==> src/rtl/pkt_responder_pkg.sv <==
package pkt_responder_pkg;
  localparam int TIME_BYTES = 4;
  localparam int SEC_W = 8 * TIME_BYTES;

  localparam logic [7:0] CLS_BUS = 8'h00;
  localparam logic [7:0] CLS_CMD = 8'h01;

  localparam logic [7:0] OP_AUTOPOLL = 8'h01;
  localparam logic [7:0] OP_GETTIME  = 8'h03;
  localparam logic [7:0] OP_SETTIME  = 8'h09;
  localparam logic [7:0] OP_PWROFF   = 8'h0A;
  localparam logic [7:0] OP_SYSRST   = 8'h11;
  localparam logic [7:0] OP_NOP_A    = 8'h13;
  localparam logic [7:0] OP_NOP_B    = 8'h14;
  localparam logic [7:0] OP_NOP_C    = 8'h19;
  localparam logic [7:0] OP_NOP_D    = 8'h21;

  typedef enum logic [2:0] {
    RK_NONE, RK_BUSSTAT, RK_ECHO, RK_ACK2, RK_ACK3, RK_TIME
  } replyKind_e;

  typedef struct packed {
    logic       loadTime;
    logic       pollWr;
    logic       pollVal;
    logic       offPulse;
    logic       rstPulse;
    replyKind_e kind;
  } ctrlStrobe_t;
endpackage

==> src/rtl/pkt_resp_ctrl.sv <==
module pkt_resp_ctrl
  import pkt_responder_pkg::*;
#(
  parameter int MAX_BYTES = 8,
  parameter int LEN_W = 4
) (
  input  logic                   pktValid,
  input  logic [LEN_W-1:0]       pktLen,
  input  logic [8*MAX_BYTES-1:0] pktData,
  output ctrlStrobe_t            strb
);
  logic [7:0] pktClass, opCode, opArg;

  assign pktClass = pktData[7:0];
  assign opCode   = pktData[15:8];
  assign opArg    = pktData[23:16];

  always_comb begin
    strb = '0;
    strb.kind = RK_NONE;
    if (pktValid && pktLen != '0) begin
      if (pktClass == CLS_BUS) begin
        strb.kind = RK_BUSSTAT;
      end else if (pktClass == CLS_CMD && pktLen >= LEN_W'(2)) begin
        case (opCode)
          OP_AUTOPOLL: if (pktLen >= LEN_W'(3)) begin
            strb.pollWr  = 1'b1;
            strb.pollVal = |opArg;
            strb.kind    = RK_ECHO;
          end
          OP_GETTIME: strb.kind = RK_TIME;
          OP_SETTIME: if (pktLen >= LEN_W'(2 + TIME_BYTES)) begin
            strb.loadTime = 1'b1;
            strb.kind     = RK_ACK3;
          end
          OP_NOP_A, OP_NOP_B, OP_NOP_C, OP_NOP_D: strb.kind = RK_ACK2;
          OP_PWROFF: begin
            strb.kind     = RK_ACK2;
            strb.offPulse = 1'b1;
          end
          OP_SYSRST: begin
            strb.kind     = RK_ACK2;
            strb.rstPulse = 1'b1;
          end
          default: strb.kind = RK_NONE;
        endcase
      end
    end
  end
endmodule

==> src/rtl/pkt_resp_dp.sv <==
module pkt_resp_dp
  import pkt_responder_pkg::*;
#(
  parameter int MAX_BYTES = 8,
  parameter int LEN_W = 4
) (
  input  logic                   clk,
  input  logic                   rstN,
  input  ctrlStrobe_t            strb,
  input  logic [8*MAX_BYTES-1:0] pktData,
  input  logic                   secTick,
  input  logic                   pollTick,
  output logic                   rplValid,
  output logic [LEN_W-1:0]       rplLen,
  output logic [8*MAX_BYTES-1:0] rplData,
  output logic                   pollReq,
  output logic                   pwrOffReq,
  output logic                   sysRstReq
);
  logic [SEC_W-1:0]       secCount, setVal;
  logic                   pollOn, offPend, rstPend;
  logic [8*MAX_BYTES-1:0] nextData;
  logic [LEN_W-1:0]       nextLen;

  always_comb begin
    for (int i = 0; i < TIME_BYTES; i++)
      setVal[8*(TIME_BYTES-1-i) +: 8] = pktData[8*(2+i) +: 8];
  end

  always_comb begin
    nextData = '0;
    nextLen  = '0;
    case (strb.kind)
      RK_BUSSTAT: nextLen = LEN_W'(2);
      RK_ECHO: begin
        nextData[7:0]  = CLS_CMD;
        nextData[15:8] = pktData[23:16];
        nextLen        = LEN_W'(2);
      end
      RK_ACK2: begin
        nextData[7:0] = CLS_CMD;
        nextLen       = LEN_W'(2);
      end
      RK_ACK3: begin
        nextData[7:0] = CLS_CMD;
        nextLen       = LEN_W'(3);
      end
      RK_TIME: begin
        nextData[7:0] = CLS_CMD;
        for (int i = 0; i < TIME_BYTES; i++)
          nextData[8*(3+i) +: 8] = secCount[8*(TIME_BYTES-1-i) +: 8];
        nextLen = LEN_W'(3 + TIME_BYTES);
      end
      default: nextLen = '0;
    endcase
  end

  always_ff @(posedge clk) begin
    if (!rstN) begin
      secCount  <= '0;
      pollOn    <= 1'b0;
      rplValid  <= 1'b0;
      rplLen    <= '0;
      rplData   <= '0;
      offPend   <= 1'b0;
      rstPend   <= 1'b0;
      pwrOffReq <= 1'b0;
      sysRstReq <= 1'b0;
    end else begin
      if (strb.loadTime)   secCount <= setVal;
      else if (secTick)    secCount <= secCount + 1'b1;
      if (strb.pollWr)     pollOn <= strb.pollVal;
      rplValid <= (strb.kind != RK_NONE);
      if (strb.kind != RK_NONE) begin
        rplLen  <= nextLen;
        rplData <= nextData;
      end
      offPend   <= strb.offPulse;
      rstPend   <= strb.rstPulse;
      pwrOffReq <= offPend;
      sysRstReq <= rstPend;
    end
  end

  assign pollReq = pollTick & pollOn;
endmodule

==> src/rtl/pkt_responder.sv <==
module pkt_responder
  import pkt_responder_pkg::*;
#(
  parameter int MAX_BYTES = 8,
  localparam int LEN_W = $clog2(MAX_BYTES + 1)
) (
  input  logic                   clk,
  input  logic                   rstN,
  input  logic                   pktValid,
  input  logic [LEN_W-1:0]       pktLen,
  input  logic [8*MAX_BYTES-1:0] pktData,
  input  logic                   secTick,
  input  logic                   pollTick,
  output logic                   rplValid,
  output logic [LEN_W-1:0]       rplLen,
  output logic [8*MAX_BYTES-1:0] rplData,
  output logic                   pollReq,
  output logic                   pwrOffReq,
  output logic                   sysRstReq
);
  ctrlStrobe_t strb;

  pkt_resp_ctrl #(.MAX_BYTES(MAX_BYTES), .LEN_W(LEN_W)) u_ctrl (
    .pktValid(pktValid), .pktLen(pktLen), .pktData(pktData), .strb(strb)
  );

  pkt_resp_dp #(.MAX_BYTES(MAX_BYTES), .LEN_W(LEN_W)) u_dp (
    .clk(clk), .rstN(rstN), .strb(strb), .pktData(pktData),
    .secTick(secTick), .pollTick(pollTick),
    .rplValid(rplValid), .rplLen(rplLen), .rplData(rplData),
    .pollReq(pollReq), .pwrOffReq(pwrOffReq), .sysRstReq(sysRstReq)
  );
endmodule

==> config.mk <==
export PLATFORM = sky130hd
export DESIGN_NAME = pkt_responder
export DESIGN_NICKNAME = d
export VERILOG_FILES = /design/src/rtl/pkt_responder_pkg.sv /design/src/rtl/pkt_resp_ctrl.sv /design/src/rtl/pkt_resp_dp.sv /design/src/rtl/pkt_responder.sv
export SDC_FILE = /design/constraint.sdc
export NUM_CORES = 1
export LEC_CHECK = 0
export ABC_AREA = 0
export BUFFER_PORTS_ARGS = -buffer_cell sky130_fd_sc_hd__buf_2
export CORE_MARGIN = 10
export CORE_UTILIZATION = 32
export CTS_BUF_LIST = sky130_fd_sc_hd__clkbuf_4 sky130_fd_sc_hd__clkbuf_8
export CTS_CLUSTER_SIZE = 16
export DETAILED_ROUTE_END_ITERATION = 8
export SYNTH_ARGS = -nofsm -noshare
export SYNTH_HDL_FRONTEND = slang
export SYNTH_SLANG_ARGS = --single-unit
export TNS_END_PERCENT = 100
==> constraint.sdc <==
create_clock -name clk -period 2.15 [get_ports clk]
set_clock_uncertainty 0.15 [all_clocks]
set_input_delay 0.1075 -clock clk [delete_from_list [all_inputs] [get_ports clk]]
set_output_delay 0.1075 -clock clk [all_outputs]
set_load 0.02 [all_outputs]
# Yosys cells after proc, flatten, opt, wreduce, memory -nomap -nowiden
# Cells that the tools add are included.
# W data, S select, Z words.
[word_totals]
inputBits = 73
word_cells = 62
register_bits = 90
output_inout_bits = 72
[classes]
order_cmp = 3
n_reduce_logical = 11
n_mux = 19
addsub = 1
eq_ne = 15
bitwise_logic = 4
[ops]
columns = ["op", "n"]
rows = [
  ["$mux W32", 3],
  ["$add A32 B1 Y32 const B", 1],
  ["$eq A8 B5 Y1 const B", 4],
  ["$mux W8", 3],
  ["$eq A8 B1 Y1 const B", 2],
  ["$eq A8 B4 Y1 const B", 2],
  ["$pmux W3 S4", 1],
  ["$pmux W3 S3", 1],
  ["$eq A8 B2 Y1 const B", 1],
  ["$eq A8 B6 Y1 const B", 1],
  ["$ge A4 B2 Y1 const B", 2],
  ["$logic_not A8 Y1", 1],
  ["$reduce_or A4 Y1", 2],
  ["$reduce_or A8 Y1", 1],
  ["$eq A3 B2 Y1 const B", 2],
  ["$eq A3 B3 Y1 const B", 2],
  ["$mux W2", 3],
  ["$mux W3", 2],
  ["$reduce_or A6 Y1", 1],
  ["$mux W1", 5],
  ["$mux W5", 1],
  ["$ge A4 B3 Y1 const B", 1],
  ["$reduce_bool A4 Y1", 1],
  ["$eq A3 B1 Y1 const B", 1],
  ["6 further kinds", 9],
]

# Depth between registers and ports, before layout
# Gate-level depths: netlist of run 1.
[logic_depth]
word_depth = 9
ltp_mapped = 7
mapped_depth_nobuf = 6

# Modules after synthesis
# A second synthesis of run 1 with hierarchy kept.
[unflattened]
hier_cells = 492
area_unflattened_um2 = 4179.0
[modules_own_cells]
columns = ["mod", "area_each_um2", "cells_each", "n_inst"]
rows = [
  ["pkt_resp_dp", 3891.2, 447, 1],
  ["pkt_resp_ctrl", 287.8, 45, 1],
]

# Worst setup path before layout of run 1
# Ideal clock, no wire load.
[synth_path]
kind = "input -> register"
from = "input pktData[15]"
to = "register u_dp.rplData[43]"
required_time_ns = 1.883
path_stages = 7
n_path_buf = 1
slack_ns = 0.278
setup_time_ns = 0.117
t_arrival_ns = 1.606
cell_sequence = "or2_4 -> or3_4 -> nor3b_4 -> and3_4 -> a211oi_4 -> buf_6 -> a22o_1"
[synth_via]
elab_chain_len = 8
[synth_lines]
columns = ["element", "line_no", "source"]
rows = [
  ["from (decl)", "pkt_responder.sv:11", "input logic [8*MAX_BYTES-1:0] pktData,"],
  ["$eq A8 B5 Y1 (tied with other cells)", "pkt_resp_ctrl.sv:25", "case (opCode)"],
  ["$reduce_or A6 Y1 (no line)", "--", ""],
  ["$pmux W3 S4 *", "pkt_resp_ctrl.sv:25", ""],
  ["$mux W8 *", "pkt_resp_ctrl.sv:24", "end else if (pktClass == CLS_CMD && pktLen >= LEN_W'(2)) begin"],
  ["$mux W3 *", "pkt_resp_ctrl.sv:22", "if (pktClass == CLS_BUS) begin"],
  ["$mux W8 *", "pkt_resp_ctrl.sv:21", "if (pktValid && pktLen != '0) begin"],
  ["$eq A3 B3 Y1", "pkt_resp_dp.sv:33", "case (strb.kind)"],
  ["$mux W32", "pkt_resp_dp.sv:33", ""],
  ["to (signal assigned)", "pkt_resp_dp.sv:76", "rplData <= nextData;"],
  ["to (decl)", "pkt_resp_dp.sv:15", "output logic [8*MAX_BYTES-1:0] rplData,"],
]
# Every way passes the cells marked *; elsewhere a longest branch is shown, timed or not.
# A chain may end at the register's enable or synchronous reset.

# Worst setup path after layout of run 1
[layout_path]
from = "register u_dp.secCount[6]"
to = "register u_dp.secCount[29]"
[layout_via]
elab_chain_len = 3
[layout_lines]
columns = ["element", "line_no", "source"]
rows = [
  ["from (decl)", "pkt_resp_dp.sv:20", "logic [SEC_W-1:0] secCount, setVal;"],
  ["from (signal assigned)", "pkt_resp_dp.sv:70", "if (strb.loadTime) secCount <= setVal;"],
  ["from (signal assigned)", "pkt_resp_dp.sv:71", "else if (secTick) secCount <= secCount + 1'b1;"],
  ["$add A32 B1 Y32", "pkt_resp_dp.sv:71", ""],
  ["$mux W32", "pkt_resp_dp.sv:71", ""],
  ["$mux W32", "pkt_resp_dp.sv:70", ""],
]
# No other way between the ends. The select of a mux whose other input is x is not followed.

==> flow_metrics.py, run 1 <==
metrics = {
    "worst_hold_path": {
        "whs_endpoint": "u_dp.rplValid",
        "hold_depth": 5,
        "hold_class": "input pin to register",
        "min_from": "pktData[2]",
    },
    "timing": {
        "worst_pin_slew_ns": 0.572,
        "fin_ws_ns": 0.133,
        "rsz0062_at_grt": "true",
        "period_share_pct": 93.8,
        "slew_viol_final": 0,
        "final_hold_viol_count": 0,
        "finalCriticalPeriod_ns": 2.02,
        "setup_viol": 0,
        "slew_headroom_pct": 61.8,
        "fmax_ghz": 0.496,
    },
    "cts": {
        "clk_pin_slew_ns": 0.09,
        "h-tree-depth": 3,
        "cts-root-buf": "clkbuf_8",
        "cts_tree": "yes",
        "cts_buffers": 9,
        "cts.sinks": 82,
        "clock_path_buffers": 2,
        "clk_latency_ns": 0.35,
    },
    "die": {
        "core_area_sq_um": 11300,
        "die_area_sq_um": 16100,
        "start_util_pct": 32.4,
        "boundaryPins": 145,
        "rows": 39,
        "die_height_um": 127,
        "die_w_um": 127,
    },
    "yosys": {
        "synth-main-ff-cell": "dfxtp_1",
        "syn-cell-area_sq_um": 3670,
        "ys_warn_count": 0,
        "synth-async-reset-ratio_pct": 0,
        "synth_cell_types": 57,
        "synth_edf_count": 0,
        "synth_largest_area_cell": "dfxtp_1",
        "yosysSeqAreaShare_pct": 44.8,
        "ys_ff_latch": 82,
        "synth_top_area_share_pct": 44.8,
        "postSynthAreaPerCell_sq_um": 9.65,
        "yosys-top-cells-area": "dfxtp_1 45%, a22o_1 9.6%, buf_4 5.5%",
        "synthCells": 380,
    },
    "finish": {
        "fin_util_pct": 44.5,
        "final_cell_mix": "103 x buf_2, 82 x dfxtp_1, 40 x a22o_1, 37 x dlygate4sd3_1, 28 x nor2_1",
        "drive_gt1_share_pct": 29.6,
        "mostFrequentLayoutCell": "buf_2",
        "diodes": 0,
        "nets": 610,
        "synthToLayoutAreaGrowth_pct": 37.4,
    },
    "routing": {
        "drt_iter0_drc": 182,
        "wl_per_cell_um": 15.6,
        "via_count": 3319,
        "antenna_left": 0,
        "post-route-drc-count": 0,
        "drt-pass1-iter-count": 4,
        "wirelength_um": 10700,
        "post_drt_via_cell_ratio": 4.85,
    },
    "power_and_ir_drop": {
        "p_leak_nw": 2.15,
        "max-vdd-ir-drop_v": 0.000415,
        "cellPowerDensity_nw_per_um2": 604,
    },
    "critical_path": {
        "worstSetupPathType": "register to register",
        "cp.arrival_ns": 2.15,
        "reg2reg_to": "u_dp.secCount[29]",
        "rrSetupSlack_ns": 0.13,
        "path_cells": "and4_1 > nand4_2 > nor3_2 > nand3_1 > xor2_1 > a211oi_1",
        "worstPathBufferInverterCount": 0,
        "worst-path-max-fanout": 6,
        "worstSetupEndpointType": "register",
        "critPathMaxStageDelay_ns": 0.40,
        "cp.required_ns": 2.28,
        "critPathLaunchType": "register",
        "critPathSlowestCell": "nor3_2",
        "r2r_start": "u_dp.secCount[6]",
        "ff2ff_path_depth": 6,
        "crit_family": "simple AND/OR/NAND/NOR gates",
    },
    "placed_design": {
        "place_congestion": 0.862,
        "portBuffers": 104,
        "dp_slack_ns": 0.0360,
        "hpwlAfterDp_um": 7860,
    },
    "global_route": {
        "grt_max_degree": 53,
        "grt_first_pass_wirelength_um": 17200,
        "grt_pass1_vias": 3503,
        "track_usage_pct": 12.8,
        "grt-ovfl-total": 0,
        "antenna_found_initial": 0,
    },
    "job": {
        "drv_cap": 0,
    },
    "outcome": {
        "status": "finished, final reports clean",
    },
}
-- worst min-delay path: cells and delay by family --
kind,cells,cell delay [ns]
compound gates,1,0.18
simple gates,3,0.23
buf+inv,1,0.08
-- timing repair --
item	in CTS	in global routing
endpoints found under the hold margin	43	0
gates resized for setup	0	3
setup endpoints to repair	0	44
hold buffers	38	0
setup buffers	0	2
-- cells by family (layout without fill, tap and decap cells) --
family / count (synthesis) / after routing / share of synthesized area (%)
simple gates: 112 / 112 / 17.4
compound gates: 106 / 106 / 21.2
flops: 82 / 82 / 44.8
buf+inv: 45 / 183 / 8.22
xor+xnor: 31 / 31 / 7.41
mux: 2 / 2 / 0.546
fa+ha+maj: 1 / 1 / 0.341
other cells: 1 / 24 / 0.102
-- power by group --
part           switching [mW]  total (mW)  internal, mW  leakage, nW
sequential            0.00441        1.53          1.52        0.660
clock                   0.568        1.26         0.687        0.112
combinational           0.134       0.258         0.124         1.38
total                   0.707        3.04          2.33         2.15
-- registers in the layout, indices dropped and copies added, names as in the netlist --
name / flops
u_dp.rplLen: 3
u_dp.rplData: 41
u_dp.sysRstReq: 1
u_dp.pollOn: 1
u_dp.offPend: 1
u_dp.pwrOffReq: 1
u_dp.rstPend: 1
u_dp.rplValid: 1
u_dp.secCount: 32
-- how the worst max path moves through the flow --
stage | start | endpoint | slack, ns | cells after the start
CTS | pktData[12] | u_dp.rplData[40] | 0.05 | 8
finish | u_dp.secCount[6] | u_dp.secCount[29] | 0.13 | 6
detailed placement | pktData[15] | u_dp.rplData[40] | 0.04 | 8
floorplan | pktData[15] | u_dp.rplData[43] | 0.28 | 7
global route | u_dp.secCount[15] | u_dp.secCount[29] | -0.01 | 6
global placement | pktData[15] | u_dp.rplData[33] | 0.07 | 8
-- area by class of cell --
class	count	area [sq um]
Inverter	4	15.0
Timing Repair Buffer	163	1160
Sequential cell	82	1640
Clock buffer	10	138
Multi-Input combinational cell	276	1820
Clock inverter	6	90.1
Tap cell	143	179
Fill cell	1087	6280
-- through the flow --
stage	hold WS, ns	power [mW]	setup TNS [ns]	instance area (sq um)	std cells
floorplan	0.0348	1.70	0	3750	403
global placement	0.202	1.75	0	4370	628
detailed placement	0.219	1.76	0	4370	628
CTS	0.117	3.07	0	4980	682
global route	0.154	3.16	-0.0107	5040	684
finish	0.127	3.04	0	5040	684
-- cells in the mapped netlist (7+ instances only) --
master,n
a22o_1,40
xnor2_1,13
nor2_1,28
nand3_1,12
nand2_1,18
nand4_1,10
o21ai_0,17
a211oi_1,14
buf_4,27
a21oi_1,19
clkbuf_1,9
xor2_1,18
dfxtp_1,82
nor4_1,7
-- per-layer routing --
metal / routed length (um) / vias up / GRT usage (%)
met5: 0 / - / 0
met3: 582 / 23 / 3.35
li1: - / 1659 / -
met1: 4890 / 1534 / 15.2
met4: 290 / 0 / 6.43
met2: 4900 / 103 / 21.0
No activity file was read; power rests on OpenSTA's default activity.
==> run 2, diff against run 1 <==
CELL_PAD_IN_SITES_DETAIL_PLACEMENT = 1   (was not set)
CELL_PAD_IN_SITES_GLOBAL_PLACEMENT = 2   (was not set)
CORE_UTILIZATION = 29   (was 32)
PLACE_DENSITY_LB_ADDON = 0.1   (was not set)
SLEW_MARGIN = 20   (was not set)
SYNTH_HIERARCHICAL = 1   (was not set)
==> run 2 against run 1 <==
Net effect: design area rose by 21%; non-clock buffer count up 64; sequential power hardly changed; utilization decreased by 0.85 points; synthesized cell count up 29%; fmax decreased by 3.4%; final cell count grew 29%; clock-buffer cell count up 4; largest power group unchanged; power decreased by 0.47%; flip-flop and latch count stayed put; worst setup slack lost 0.071 ns; wire length grew 43%.
==> flow_metrics.py, run 2 <==
metrics = {
    "outcome": {
        "status": "finished, final reports clean",
    },
    "power_and_ir_drop": {
        "cellPowerDensity_nw_per_um2": 496,
        "internal_power_mw": 2.30,
        "switchingPower_uw": 724,
        "seqPwrFrac_pct": 50.4,
        "p_leak_nw": 2.50,
        "pwr-share-clk_pct": 40.1,
        "max-vdd-ir-drop_v": 0.000242,
        "combPwrFrac_pct": 9.5,
        "switching_share_pct": 23.9,
    },
    "global_route": {
        "grt_pass1_vias": 4763,
        "grt_max_degree": 35,
        "grt-ovfl-total": 0,
        "grt_first_pass_wirelength_um": 24600,
        "antenna_found_initial": 0,
        "track_usage_pct": 15.2,
    },
    "worst_hold_path": {
        "hold_class": "input pin to register",
    },
    "cts": {
        "cts_buffers": 9,
        "clk_latency_ns": 0.37,
        "clock_path_buffers": 2,
        "clk_pin_slew_ns": 0.08,
        "cts.sinks": 82,
        "cts_tree": "yes",
        "cts-root-buf": "clkbuf_8",
        "h-tree-depth": 3,
    },
    "timing": {
        "setup_viol": 0,
        "fmax_ghz": 0.479,
        "fin_ws_ns": 0.0619,
        "finalSetupTns_ns": 0,
        "slew_headroom_pct": 65.5,
        "final_hold_viol_count": 0,
        "finalCriticalPeriod_ns": 2.09,
        "slew_viol_final": 0,
        "worst_pin_slew_ns": 0.513,
        "period_share_pct": 97.1,
        "rsz0062_at_grt": "true",
    },
    "die": {
        "die_height_um": 140,
        "core_area_sq_um": 14000,
        "boundaryPins": 145,
        "die_area_sq_um": 19600,
        "start_util_pct": 29.9,
        "rows": 43,
        "die_w_um": 140,
    },
    "finish": {
        "fillCellCount": 1721,
        "synthToLayoutAreaGrowth_pct": 46.0,
        "mostFrequentLayoutCell": "buf_2",
        "regArea_sq_um": 1650,
        "final_cell_mix": "105 x buf_2, 85 x buf_4, 78 x dfxtp_1, 36 x nor2b_1",
        "top_register": "u_dp/rplData",
        "reg.largest.list": "u_dp/rplData (41), u_dp/secCount (32), u_dp/rplLen (3)",
        "diodes": 0,
        "final_area_sq_um": 6100,
        "multi_input_area_sq_um": 2410,
        "nets": 772,
        "final_cells": 882,
        "largest_register_ffs": 41,
        "fin_util_pct": 43.6,
        "drive_gt1_share_pct": 35.8,
    },
    "routing": {
        "post_drt_via_cell_ratio": 5.00,
        "via_count": 4409,
        "wl_met2_um": 7220,
        "wl_per_cell_um": 17.3,
        "met3_length_um": 721,
        "drt_iter0_drc": 159,
        "post-route-drc-count": 0,
        "drt-pass1-iter-count": 4,
        "wirelength_um": 15300,
        "antenna_left": 0,
        "met1Wirelength_um": 7000,
        "top_layer": "met4",
    },
    "yosys": {
        "synth-async-reset-ratio_pct": 0,
        "synthCells": 492,
        "synth_largest_area_cell": "dfxtp_1",
        "ys_warn_count": 6,
        "ys_ff_latch": 82,
        "synth-main-ff-cell": "dfxtp_1",
        "syn-cell-area_sq_um": 4180,
        "synth.most_common_cell": "dfxtp_1",
        "synth_top_area_share_pct": 39.3,
        "synth_edf_count": 0,
        "yosys-top-cells-area": "dfxtp_1 39%, a22oi_1 5.9%, nor2b_1 5.4%",
        "synth_cell_types": 61,
        "netlist_top_cells_count": "82 x dfxtp_1, 36 x nor2b_1, 33 x a22oi_1, 33 x nand2_1, 30 x nor2_1",
        "postSynthAreaPerCell_sq_um": 8.49,
        "yosysSeqAreaShare_pct": 39.3,
    },
    "critical_path": {
        "critPathMaxStageDelay_ns": 0.58,
        "crit_top_cell": "or4_4",
        "worstSetupEndpointType": "register",
        "worst-path-max-fanout": 5,
        "critPathLaunchType": "register",
        "path_cells": "nand4_1 > or4_4 > buf_6 > or4_4 > a31oi_4",
        "cp.arrival_ns": 2.24,
        "worstPathBufferInverterCount": 1,
        "worstSetupPathType": "register to register",
        "critPathSlowestCell": "or4_4",
        "crit_family": "simple AND/OR/NAND/NOR gates",
        "cp.required_ns": 2.30,
    },
    "job": {
        "drv_cap": 0,
    },
    "placed_design": {
        "portBuffers": 104,
        "place_inst": 829,
        "hpwlAfterDp_um": 12000,
        "dp_slack_ns": -0.285,
        "place_congestion": 0.811,
        "placed_area_sq_um": 5470,
    },
}
-- run 2: cell types whose count changed after synthesis, moves of 11 or more --
cell and change:
nor3_1 +11, mux2i_1 +12, clkbuf_1 +15, nand2_1 +15
nor2b_1 +35, a22oi_1 +33, a22o_1 -40, xor2_1 -16
or4_1 +13
-- run 2: area by class of cell --
class	count	area share [%]
flip-flops and latches	82	27.0
well taps	180	3.69
inverters	9	0.554
clock buffers	14	2.85
clock inverters	2	0.574
multi-input cells	368	39.5
repair buffers	227	25.8
-- run 2: per-stage QoR --
step	total power, mW	hold slack, ns
3_3_place_gp	1.80	0.194
6_report	3.03	0.0601
3_5_place_dp	1.80	0.198
4_1_cts	3.07	0.0421
2_1_floorplan	1.71	0.0986
5_1_grt	3.15	0.0853
-- run 2: logic make-up (layout without fill, tap and decap cells) --
kind of cell,count (synthesis),count (layout),synth area share (%)
multiplexers,14,14,3.35
AO/OA/AOI/OAI,111,111,18.3
buffers and inverters,65,252,8.29
flip-flops,82,82,39.3
adder cells (fa/ha/maj),2,2,0.599
other,1,24,0.0897
XOR/XNOR,10,10,2.10
AND/OR/NAND/NOR,207,207,28.0
-- run 2: final timing paths --
check                   startpoint                end  slack (ns)  cells after the start
hold reg to reg       u_dp/rstPend     u_dp/sysRstReq        0.30                      1
setup / recovery  u_dp/secCount[3]  u_dp/secCount[19]        0.06                      5
hold / removal         pktData[12]       u_dp/rstPend        0.06                      4
setup reg to reg  u_dp/secCount[3]  u_dp/secCount[19]        0.06                      5
-- run 2: power by group through the flow --
stage	Combinational, mW	Sequential, mW	Clock (mW)
finish	0.288	1.53	1.21
global route	0.317	1.53	1.30
CTS	0.288	1.53	1.26
detailed placement	0.242	1.56	0
global placement	0.238	1.56	0
floorplan	0.143	1.56	0
-- run 2: per-layer routing --
layer | up-vias | GRT usage, %
met5 | - | 0
met4 | 0 | 6.58
met3 | 17 | 3.75
met2 | 112 | 25.5
met1 | 2119 | 18.0
li1 | 2161 | -
-- run 2: timing repair --
action | 4_1_cts | 5_1_grt
hold buffers | 32 | 0
gates resized for setup | 8 | 13
setup buffers | 2 | 2
cloned | 1 | 0
endpoints found under the setup margin | 3 | 12
endpoints found under the hold margin | 38 | 0
pin swaps | 4 | 6
-- run 2: worst min-delay path, delay by kind of cell --
family	cells	cell delay [ns]
buf+inv	2	0.19
simple gates	2	0.25
==> run 3, diff against run 2 <==
CORE_ASPECT_RATIO = 2   (was not set)
SETUP_SLACK_MARGIN = 0.5   (was not set)
==> run 3 against run 2 <==
Net effect: global-route usage increased by 3.5 points; first-iteration DRC count decreased by 5.0%; combinational power increased by 16%; via count increased by 7.2%; worst setup slack got worse by 0.033 ns; flip-flop and latch count unchanged; clock power decreased by 7%; power decreased by 1.5%; worst hold slack improved by 0.046 ns; clock-buffer cell count decreased by 1.
==> flow_metrics.py, run 3 (synthesized netlist as in run 2, its figures left out) <==
metrics = {
    "outcome": {
        "status": "finished, final reports clean",
    },
    "die": {
        "core_area_sq_um": 14300,
        "die_w_um": 105,
        "start_util_pct": 29.3,
        "die_height_um": 190,
        "boundaryPins": 145,
        "rows": 62,
        "die_area_sq_um": 19900,
    },
    "job": {
        "drv_cap": 0,
    },
    "critical_path": {
        "ff2ff_path_depth": 6,
        "reg2reg_to": "u_dp/secCount[25]",
        "path_cells": "nand4_1 > buf_6 > or4_4 > buf_6 > or4_4 > a31oi_4",
        "critPathSlowestCell": "or4_4",
        "cp.required_ns": 2.29,
        "worstSetupEndpointType": "register",
        "cp.arrival_ns": 2.26,
        "critPathMaxStageDelay_ns": 0.53,
        "critPathLaunchType": "register",
        "r2r_start": "u_dp/secCount[6]",
        "worstSetupPathType": "register to register",
        "worst-path-max-fanout": 5,
        "rrSetupSlack_ns": 0.03,
    },
    "cts": {
        "cts-root-buf": "clkbuf_8",
        "cts_buffers": 9,
        "clk_latency_ns": 0.37,
        "clk_pin_slew_ns": 0.09,
        "clock_path_buffers": 2,
        "cts_tree": "yes",
        "cts.sinks": 82,
        "h-tree-depth": 3,
    },
    "finish": {
        "largest_register_ffs": 41,
        "diodes": 0,
        "synthToLayoutAreaGrowth_pct": 78.4,
        "nets": 813,
        "final_cells": 934,
        "reg.largest.list": "u_dp/rplData (41), u_dp/secCount (32), u_dp/rplLen (3)",
        "mostFrequentLayoutCell": "buf_2",
        "top_register": "u_dp/rplData",
        "final_cell_mix": "100 x buf_2, 70 x buf_4, 67 x dfxtp_1, 37 x buf_6, 35 x nor2b_1",
        "drive_gt1_share_pct": 52.0,
    },
    "routing": {
        "wl_per_cell_um": 20.8,
        "post_drt_via_cell_ratio": 5.06,
        "drt_iter0_drc": 151,
        "drt-pass1-iter-count": 4,
        "via_count": 4726,
        "post-route-drc-count": 0,
        "wirelength_um": 19500,
        "antenna_left": 0,
    },
    "placed_design": {
        "hpwlAfterDp_um": 13100,
        "place_congestion": 0.843,
        "place_inst": 830,
        "portBuffers": 104,
    },
    "global_route": {
        "antenna_found_initial": 0,
        "grt_first_pass_wirelength_um": 29300,
        "track_usage_pct": 18.7,
        "grt_max_degree": 62,
        "grt-ovfl-total": 0,
        "grt_pass1_vias": 5331,
    },
    "worst_hold_path": {
        "min_from": "pktData[10]",
        "hold_class": "input pin to register",
        "whs_endpoint": "u_dp/offPend",
        "hold_depth": 5,
    },
    "timing": {
        "fmax_ghz": 0.471,
        "slew_headroom_pct": 63.9,
        "worst_pin_slew_ns": 0.540,
        "finalCriticalPeriod_ns": 2.12,
        "timing.hold.ws_ns": 0.106,
        "final_hold_viol_count": 0,
        "period_share_pct": 98.6,
        "slew_viol_final": 0,
        "rsz0062_at_grt": "true",
        "setup_viol": 0,
    },
    "power_and_ir_drop": {
        "p_leak_nw": 2.98,
        "max-vdd-ir-drop_v": 0.000323,
        "cellPowerDensity_nw_per_um2": 400,
        "power_mw": 2.98,
    },
}
run 3: cell count changes in the layout (fill, tap and decap cells not counted), moves of 11 or more:
cell	before	now
a22oi_2	9	31
buf_12	4	15
buf_6	1	37
nor2_1	29	17
a22oi_1	24	2
buf_4	85	70
dfxtp_1	78	67
run 3: cell type report:
cell class,count,area (sq um)
well taps,192,240
inverters,9,38.8
clock inverters,2,10.0
flip-flops and latches,82,1670
clock buffers,13,179
fillers,1666,6820
repair buffers,268,2370
multi-input cells,368,2950
run 3: metal layers:
layer / vias up / wire length (um) / global-route usage [%] / share of wire (%)
met4: 0 / 681 / 8.12 / 3.5
met3: 32 / 744 / 3.32 / 3.8
li1: 2244 / - / - / -
met5: - / 0 / 0 / 0
met1: 2322 / 6530 / 16.7 / 34
met2: 128 / 11500 / 38.6 / 59
run 3: worst max-delay path by stage:
| stage | start | end | cells after the start |
|---|---|---|---|
| floorplan | pktData[5] | u_dp/rplData[25] | 11 |
| global placement | pktData[5] | u_dp/secCount[22] | 9 |
| detailed placement | pktData[5] | u_dp/secCount[22] | 9 |
| CTS | u_dp/secCount[3] | u_dp/secCount[25] | 6 |
| global route | pktData[6] | u_dp/rplData[48] | 13 |
| finish | u_dp/secCount[6] | u_dp/secCount[25] | 6 |
run 3: power breakdown:
part / internal, mW / switching (mW) / leakage (nW)
Sequential: 1.52 / 0.00582 / 0.669
Combinational: 0.161 / 0.174 / 2.21
Clock: 0.537 / 0.586 / 0.101
run 3: critical path: cells and delay by family (launching register included):
kind / cells / cell delay, ns
DFF: 1 / 0.34
AOI/OAI and AO/OA: 1 / 0.15
buffers and inverters: 2 / 0.32
and+or+nand+nor: 3 / 1.09
run 3: through the flow:
| stage | cell area, sq um | setup TNS (ns) | setup slack (ns) | util [%] |
|---|---|---|---|---|
| floorplan | 4470 | -0.350 | -0.0338 | - |
| global placement | 5500 | -13.97 | -0.322 | 38.5 |
| detailed placement | 5500 | -15.32 | -0.349 | 38.5 |
| CTS | 6880 | 0 | 0.0194 | 48.2 |
| global route | 7450 | -0.0245 | -0.0127 | 52.2 |
| finish | 7450 | 0 | 0.0290 | 52.2 |
run 3: timing repair:
| action | 4_1_cts | 5_1_grt |
|---|---|---|
| pin swaps | 66 | 54 |
| gates cloned | 8 | 2 |
| setup endpoints to repair | 78 | 78 |
| endpoints found under the hold margin | 40 | 0 |
| setup buffers | 32 | 13 |
| resized for setup | 93 | 95 |
| hold buffers | 34 | 0 |
